`config.mk`:
```
export PLATFORM = sky130hd
export DESIGN_NAME = dual_chan_regbank
export DESIGN_NICKNAME = d
export VERILOG_FILES = /design/src/rtl/regbank_pkg.sv /design/src/rtl/regbank_ctrl.sv /design/src/rtl/regbank_dp.sv /design/src/rtl/dual_chan_regbank.sv
export SDC_FILE = /design/constraint.sdc
export NUM_CORES = 1
export LEC_CHECK = 0
export ABC_AREA = 1
export BUFFER_PORTS_ARGS = -buffer_cell sky130_fd_sc_hd__clkbuf_2
export CORE_UTILIZATION = 30
export CTS_CLUSTER_DIAMETER = 60
export DETAILED_ROUTE_END_ITERATION = 7
export PLACE_DENSITY_LB_ADDON = 0.08
export SKIP_LAST_GASP = 1
export SLEW_MARGIN = 20
export SYNTH_ARGS = -nofsm -noshare
export SYNTH_HDL_FRONTEND = slang
export SYNTH_SLANG_ARGS = --single-unit
```
`constraint.sdc`:
```
create_clock -name clk -period 1.7 [get_ports clk]
set_input_delay 0.17 -clock clk [delete_from_list [all_inputs] [get_ports clk]]
set_output_delay 0.17 -clock clk [all_outputs]
set_load 0.005 [all_outputs]
```
`src/rtl/regbank_pkg.sv`:
```
package regbank_pkg;
  localparam int NUM_CH = 2;
  localparam int CH_A   = 0;
  localparam int CH_B   = 1;

  typedef struct packed {
    logic [NUM_CH-1:0] wrBuf;
    logic [NUM_CH-1:0] ldOut;
    logic              err;
  } ctrlStrobe_t;
endpackage

```
`src/rtl/regbank_ctrl.sv`:
```
module regbank_ctrl
  import regbank_pkg::*;
#(
  parameter int DATA_W = 16,
  parameter int MODE_W = 2
) (
  input  logic                       clk,
  input  logic                       rstN,
  input  logic                       cmdValid,
  input  logic [DATA_W+MODE_W+5:0]   cmdWord,
  output ctrlStrobe_t                strobe
);
  localparam int SEL_BIT  = DATA_W + MODE_W;
  localparam int LD_A_BIT = SEL_BIT + 2;
  localparam int LD_B_BIT = SEL_BIT + 3;
  localparam int RSV_LO   = SEL_BIT + 4;
  localparam int RSV_HI   = SEL_BIT + 5;

  logic rsvHit;
  logic accept;

  always_comb begin
    rsvHit = |cmdWord[RSV_HI:RSV_LO];
    accept = cmdValid && !rsvHit;
    strobe.err          = cmdValid && rsvHit;
    strobe.wrBuf[CH_A]  = accept && !cmdWord[SEL_BIT];
    strobe.wrBuf[CH_B]  = accept &&  cmdWord[SEL_BIT];
    strobe.ldOut[CH_A]  = accept &&  cmdWord[LD_A_BIT];
    strobe.ldOut[CH_B]  = accept &&  cmdWord[LD_B_BIT];
  end

  AST_ONE_BUFFER_WRITE: assert property (@(posedge clk) disable iff (!rstN)
    $onehot0(strobe.wrBuf));
  AST_ERR_BLOCKS_ALL: assert property (@(posedge clk) disable iff (!rstN)
    strobe.err |-> (strobe.wrBuf == '0) && (strobe.ldOut == '0));
  AST_NO_STROBE_IDLE: assert property (@(posedge clk) disable iff (!rstN)
    !cmdValid |-> !strobe.err && (strobe.ldOut == '0));
endmodule

```
`src/rtl/regbank_dp.sv`:
```
module regbank_dp
  import regbank_pkg::*;
#(
  parameter int DATA_W = 16,
  parameter int MODE_W = 2
) (
  input  logic                              clk,
  input  logic                              rstN,
  input  ctrlStrobe_t                       strobe,
  input  logic [DATA_W-1:0]                 inCode,
  input  logic [MODE_W-1:0]                 inMode,
  output logic [NUM_CH-1:0][DATA_W-1:0]     liveCode,
  output logic [NUM_CH-1:0][MODE_W-1:0]     liveMode,
  output logic [NUM_CH-1:0]                 updPulse,
  output logic                              errPulse
);
  logic [NUM_CH-1:0][DATA_W-1:0] bufCode;
  logic [NUM_CH-1:0][MODE_W-1:0] bufMode;
  logic [NUM_CH-1:0][DATA_W-1:0] stageCode;
  logic [NUM_CH-1:0][MODE_W-1:0] stageMode;

  for (genvar ch = 0; ch < NUM_CH; ch++) begin : g_ch
    always_comb begin
      stageCode[ch] = strobe.wrBuf[ch] ? inCode : bufCode[ch];
      stageMode[ch] = strobe.wrBuf[ch] ? inMode : bufMode[ch];
    end

    always_ff @(posedge clk) begin
      if (!rstN) begin
        bufCode[ch]  <= '0;
        bufMode[ch]  <= '0;
        liveCode[ch] <= '0;
        liveMode[ch] <= '0;
        updPulse[ch] <= 1'b0;
      end else begin
        bufCode[ch]  <= stageCode[ch];
        bufMode[ch]  <= stageMode[ch];
        updPulse[ch] <= strobe.ldOut[ch];
        if (strobe.ldOut[ch]) begin
          liveCode[ch] <= stageCode[ch];
          liveMode[ch] <= stageMode[ch];
        end
      end
    end

    AST_HOLD_WITHOUT_LOAD: assert property (@(posedge clk) disable iff (!rstN)
      !strobe.ldOut[ch] |=> $stable(liveCode[ch]) && $stable(liveMode[ch]));
    AST_LOAD_PULSES: assert property (@(posedge clk) disable iff (!rstN)
      strobe.ldOut[ch] |=> updPulse[ch]);
    AST_LOAD_TAKES_WRITE: assert property (@(posedge clk) disable iff (!rstN)
      (strobe.ldOut[ch] && strobe.wrBuf[ch]) |=>
        (liveCode[ch] == $past(inCode)) && (liveMode[ch] == $past(inMode)));
  end

  always_ff @(posedge clk) begin
    if (!rstN) errPulse <= 1'b0;
    else       errPulse <= strobe.err;
  end

  AST_ERR_NO_UPDATE: assert property (@(posedge clk) disable iff (!rstN)
    strobe.err |=> errPulse && (updPulse == '0));
endmodule

```
`src/rtl/dual_chan_regbank.sv`:
```
module dual_chan_regbank
  import regbank_pkg::*;
#(
  parameter int DATA_W = 16,
  parameter int MODE_W = 2
) (
  input  logic                     clk,
  input  logic                     rstN,
  input  logic                     cmdValid,
  input  logic [DATA_W+MODE_W+5:0] cmdWord,
  output logic [DATA_W-1:0]        codeA,
  output logic [DATA_W-1:0]        codeB,
  output logic [MODE_W-1:0]        modeA,
  output logic [MODE_W-1:0]        modeB,
  output logic                     updA,
  output logic                     updB,
  output logic                     cmdErr
);
  ctrlStrobe_t                   strobe;
  logic [NUM_CH-1:0][DATA_W-1:0] liveCode;
  logic [NUM_CH-1:0][MODE_W-1:0] liveMode;
  logic [NUM_CH-1:0]             updPulse;

  regbank_ctrl #(.DATA_W(DATA_W), .MODE_W(MODE_W)) ctrl_i (
    .clk(clk), .rstN(rstN), .cmdValid(cmdValid), .cmdWord(cmdWord), .strobe(strobe)
  );

  regbank_dp #(.DATA_W(DATA_W), .MODE_W(MODE_W)) dp_i (
    .clk(clk), .rstN(rstN), .strobe(strobe),
    .inCode(cmdWord[DATA_W-1:0]),
    .inMode(cmdWord[DATA_W+MODE_W-1:DATA_W]),
    .liveCode(liveCode), .liveMode(liveMode),
    .updPulse(updPulse), .errPulse(cmdErr)
  );

  assign codeA = liveCode[CH_A];
  assign codeB = liveCode[CH_B];
  assign modeA = liveMode[CH_A];
  assign modeB = liveMode[CH_B];
  assign updA  = updPulse[CH_A];
  assign updB  = updPulse[CH_B];

  AST_RESET_ZERO: assert property (@(posedge clk)
    !rstN |=> (codeA == '0) && (codeB == '0) && (modeA == '0) && (modeB == '0));
endmodule

```
==> out/results.ini, run 1 <==
[outcome]
status=complete, no violations

[worst_setup_path]
crit_type=in2reg
crit_fanout=18
critPathArrivalTime_ns=1.31
start_kind=primary input
rrSetupSlack_ns=1.00
worstPathRequired_ns=1.94
cp-end-kind=flop

[sta]
final_hold_viol_count=0
hold_ws_ns=0.0666
maxSlewHeadroom_pct=72.9
period_needed_ns=1.07
drv_slew=0
fmax_ghz=0.937
report.final.setup_viol=0
finClkSkew_ns=0.00907
rsz0062_at_grt=false
worst_pin_slew_ns=0.406
fin_crit_sh_pct=62.8
setup-tns-final_ns=0

[synthesis]
yosys-top-cells-area=dfxtp_1 (48%), a21oi_1 (10%), inv_1 (8.8%)
synth_area_um2=3100
synth.avg_cell_area_um2=7.67
yosysUniqueCellTypes=17
synth_top_area_cell=dfxtp_1
synth-seq-cells=75
synth.net_count=431
yosysTopAreaCellShare_pct=48.4
synth-warning-count=0
seq_area_frac_synth_pct=48.4
syn_inst=404

[floorplan]
die_w_um=104
num_rows=36
die-area_um2=10700
core_area_um2=9910
start_util_pct=31.3
num_io_pins=66
die_h_um=104

[grt]
grt_max_degree=75
gr-total-overflow=0
track_usage_pct=14.2
grt_pass1_wl_um=12300
grt_antenna_before_repair=0
grt_pass1_vias=2528

[drt]
routedWlPerCell_um=12.1
remaining_drc_errors=0
met1Wirelength_um=3510
top_layer=met4
first_pass_iters=4
vias=2674
viasPerCell=4.49
wl_met3_um=317
antenna_left=0
routed-wl-met2_um=3330
drt_iter0_drc=81
route.final.wire_length_um=7210

[cts]
cts_root_buffer=clkbuf_8
postCtsSetupBuffers=0
path_clk_slew_ns=0.08
max-clock-path-buffers=2
clock-sinks=75
cts_tree=yes
cts_resized=0
holdBufCountCts=0
cts_buffers=9
htreeDepth=3
clk_latency_ns=0.34

[final_layout]
drive_gt1_share_pct=22.0
multi_input_area_um2=1130
antenna_cells=0
nFillCells=1126
area_growth_pct=18.2
layout_commonest_cell=dfxtp_1
fin_nets=487
final_cell_mix=dfxtp_1 (75), nand2_1 (73), inv_1 (72), a21oi_1 (65), clkbuf_2 (64)
utilization_pct=37.0
seqCellArea_um2=1500

[power]
max-vdd-ir-drop_v=0.000433
p_leak_uw=0.00164
p_per_area_nw_per_um2=934
power.total_uw=3420

[placement]
io_buffers=64
gp_congestion=0.801
dp_hpwl_um=4880

[worst_hold_path]
worst_hold_path_type=in2reg

[job]
drv_cap=0

-- registers in the layout, indices dropped and copies added, names as in the netlist --
register       count
dp_i.bufCode      32
dp_i.liveMode      4
dp_i.updPulse      2
dp_i.liveCode     32
dp_i.bufMode       4
dp_i.errPulse      1
-- metal layers --
metal  GRT usage [%]  vias up
met1            18.6     1188
met3            4.34        4
met5               0        -
li1                -     1420
met4            3.73        0
met2            22.7       62
-- kinds of logic after synthesis --
| logic type | share of synthesized area (%) |
|---|---|
| flops | 48.4 |
| buf+inv | 15.1 |
| compound gates | 12.5 |
| simple gates | 23.9 |
-- Yosys cell counts, drive strengths merged --
cell,number
nand4,36
a21oi,72
nand2,73
clkbuf,5
dfxtp,75
nor2,4
nand3,40
buf,23
inv,76
-- worst max-delay path, stage by stage --
cell      delay, ns
clkbuf_2       0.10
nor2_4         0.24
nand3_2        0.38
nand2_1        0.20
nand3_1        0.10
nand2_1        0.07
inv_1          0.03
-- stage by stage --
step / instance area [µm²] / cells / setup slack [ns]
6_report: 3660 / 596 / 0.632
5_1_grt: 3660 / 596 / 0.466
4_1_cts: 3660 / 596 / 0.628
3_5_place_dp: 3480 / 582 / 0.267
3_3_place_gp: 3480 / 582 / 0.283
2_1_floorplan: 3100 / 404 / 0.685
-- worst paths after layout --
| check | from | endpoint | depth (start not counted) |
|---|---|---|---|
| setup / recovery | cmdWord[23] | dp_i.liveCode[14] | 7 |
| hold / removal | rstN | dp_i.errPulse | 3 |
| setup reg to reg | dp_i.liveMode[0] | dp_i.liveMode[0] | 4 |
| hold reg to reg | dp_i.bufCode[15] | dp_i.bufCode[15] | 2 |
-- final cells by class --
type                    instances  share of cell area (%)
well taps                     133                    4.54
repair buffers                 73                    10.9
clock buffers                  11                    3.86
multi-input cells             225                    30.8
flip-flops and latches         75                    41.0
clock inverters                 3                    1.09
inverters                      76                    7.79
-- report_power, final --
part | switching (µW) | internal (µW) | total [µW]
sequential | 18.6 | 1810 | 1820
clock | 611 | 698 | 1310
combinational | 183 | 107 | 290
Power figures use the tool's default switching activity.
==> inputs of run 2 (changes only) <==
==> constraint.sdc (replaced) <==
create_clock -name clk -period 1 [get_ports clk]
set_input_delay 0.1 -clock clk [delete_from_list [all_inputs] [get_ports clk]]
set_output_delay 0.1 -clock clk [all_outputs]
set_load 0.005 [all_outputs]
==> run 2 against run 1 <==
Final cell count rose by 3.0%. Utilization rose by 2.3 points. Clock power rose by 73%. Sequential share of layout area fell by 2.4 points. First-iteration DRC count rose by 22%. Combinational power rose by 96%. Non-clock buffer count rose by 17. Setup slack got worse by 0.56 ns. Global-route usage rose by 0.34 points. Critical path type is now reg2out.
==> out/results.ini, run 2 (same netlist as run 1, synthesis figures left out) <==
[cts]
clk_latency_ns=0.35
holdBufCountCts=1
cts_tree=yes
max-clock-path-buffers=2
path_clk_slew_ns=0.08
htreeDepth=3
cts_buffers=9
clock-sinks=75
postCtsSetupBuffers=0
cts_root_buffer=clkbuf_8
cts_resized=0

[worst_setup_path]
critPathTopFamily=flip-flops
crit_type=reg2out
crit_fanout=2
path_cells=clkbuf_2
r2r.worst_path.cells=4
start_kind=flop
crit_buf_inv=1
worstPathRequired_ns=0.90
cp-end-kind=primary output
r2r_end=dp_i.liveCode[15]
critPathSlowestCell=dfxtp_1
r2r-start=dp_i.liveCode[15]
cp_slowest_stage_delay_ns=0.36
critPathArrivalTime_ns=0.83
rrSetupSlack_ns=0.30

[grt]
grt_pass1_wl_um=12400
gr-total-overflow=0
grt_pass1_vias=2487
grt_antenna_before_repair=0
track_usage_pct=14.6
grt_max_degree=28

[final_layout]
fin_nets=504
final_area_um2=3900
antenna_cells=0
area_growth_pct=25.7
reg.largest.list=dp_i.bufCode (32), dp_i.liveCode (32)
final_cell_mix=dfxtp_1 (75), nand2_1 (73), inv_1 (72), a21oi_1 (65), clkbuf_2 (64)
utilization_pct=39.3
nFillCells=1047
drive_gt1_share_pct=24.5
layout_commonest_cell=dfxtp_1

[sta]
fin_ws_ns=0.0672
fin_crit_sh_pct=93.3
final_hold_viol_count=0
worst_pin_slew_ns=0.278
period_needed_ns=0.933
maxSlewHeadroom_pct=81.4
fmax_ghz=1.07
rsz0062_at_grt=false
finClkSkew_ns=0.0106
drv_slew=0
report.final.setup_viol=0

[drt]
first_pass_iters=4
route.final.wire_length_um=7330
routedWlPerCell_um=11.9
remaining_drc_errors=0
viasPerCell=4.45
antenna_left=0
drt_iter0_drc=99
vias=2731

[job]
drv_cap=0

[outcome]
status=complete, no violations

[floorplan]
core_area_um2=9910
die-area_um2=10700
num_io_pins=66
die_h_um=104
start_util_pct=31.3
num_rows=36
die_w_um=104

[placement]
dpl_worst_slack_ns=-0.154
gp_congestion=0.793
io_buffers=64
dp_hpwl_um=5220
place_area_um2=3700

[worst_hold_path]
min_from=cmdWord[2]
hold_end=dp_i.bufCode[2]
worst_hold_path_type=in2reg
min_path_cells=3

[power]
p_leak_uw=0.00175
p_per_area_nw_per_um2=1520
max-vdd-ir-drop_v=0.000511

==> run 2: cell count changes in the layout (fill, tap and decap cells not counted), sizes merged <==
cell,change
buf,+16
clkinv,+1
dlygate4sd3,+1
==> run 2: where the power goes <==
| group | switching [µW] | internal (µW) | leakage, µW | total [µW] |
|---|---|---|---|---|
| combinational | 322 | 245 | 0.00105 | 567 |
| sequential | 31.9 | 3070 | 0.000608 | 3100 |
| clock | 1110 | 1150 | 0.0000934 | 2260 |
| total | 1470 | 4460 | 0.00175 | 5930 |
==> run 2: per-stage QoR <==
| stage | cells | hold slack, ns | total power [µW] | setup TNS [ns] |
|---|---|---|---|---|
| after floorplan | 404 | 0.227 | 3490 | 0 |
| after global placement | 598 | 0.357 | 3740 | -4.64 |
| after detailed placement | 598 | 0.350 | 3740 | -6.19 |
| after CTS | 614 | 0.0486 | 6030 | 0 |
| after global routing | 614 | 0.0656 | 6240 | 0 |
| final | 614 | 0.0596 | 5930 | 0 |
==> run 2: metal layers <==
metal / wire (µm) / global-route usage, % / share of wire (%) / vias up
li1: - / - / - / 1453
met2: 3230 / 22.2 / 44 / 65
met4: 90 / 5.59 / 1.2 / 0
met5: 0 / 0 / 0 / -
met3: 357 / 3.34 / 4.9 / 7
met1: 3660 / 19.9 / 50 / 1206
==> run 2: area by class of cell <==
type	count	area, µm²	share of cell area [%]
flip-flops and latches	75	1500	38.5
multi-input cells	225	1130	29.0
repair buffers	90	631	16.2
inverters	76	285	7.32
well taps	133	166	4.27
clock buffers	11	131	3.37
clock inverters	4	52.6	1.35
==> run 2: worst max path at each step <==
stage / start / endpoint / slack [ns] / depth (start not counted)
6_report: dp_i.liveCode[15] / codeA[15] / 0.07 / 1
5_1_grt: dp_i.liveCode[15] / codeA[15] / 0.02 / 1
4_1_cts: dp_i.liveCode[15] / codeA[15] / 0.04 / 1
3_5_place_dp: cmdWord[23] / dp_i.liveCode[1] / -0.15 / 9
3_3_place_gp: cmdWord[23] / dp_i.liveCode[1] / -0.13 / 9
2_1_floorplan: cmdWord[23] / dp_i.liveCode[22] / 0.06 / 7
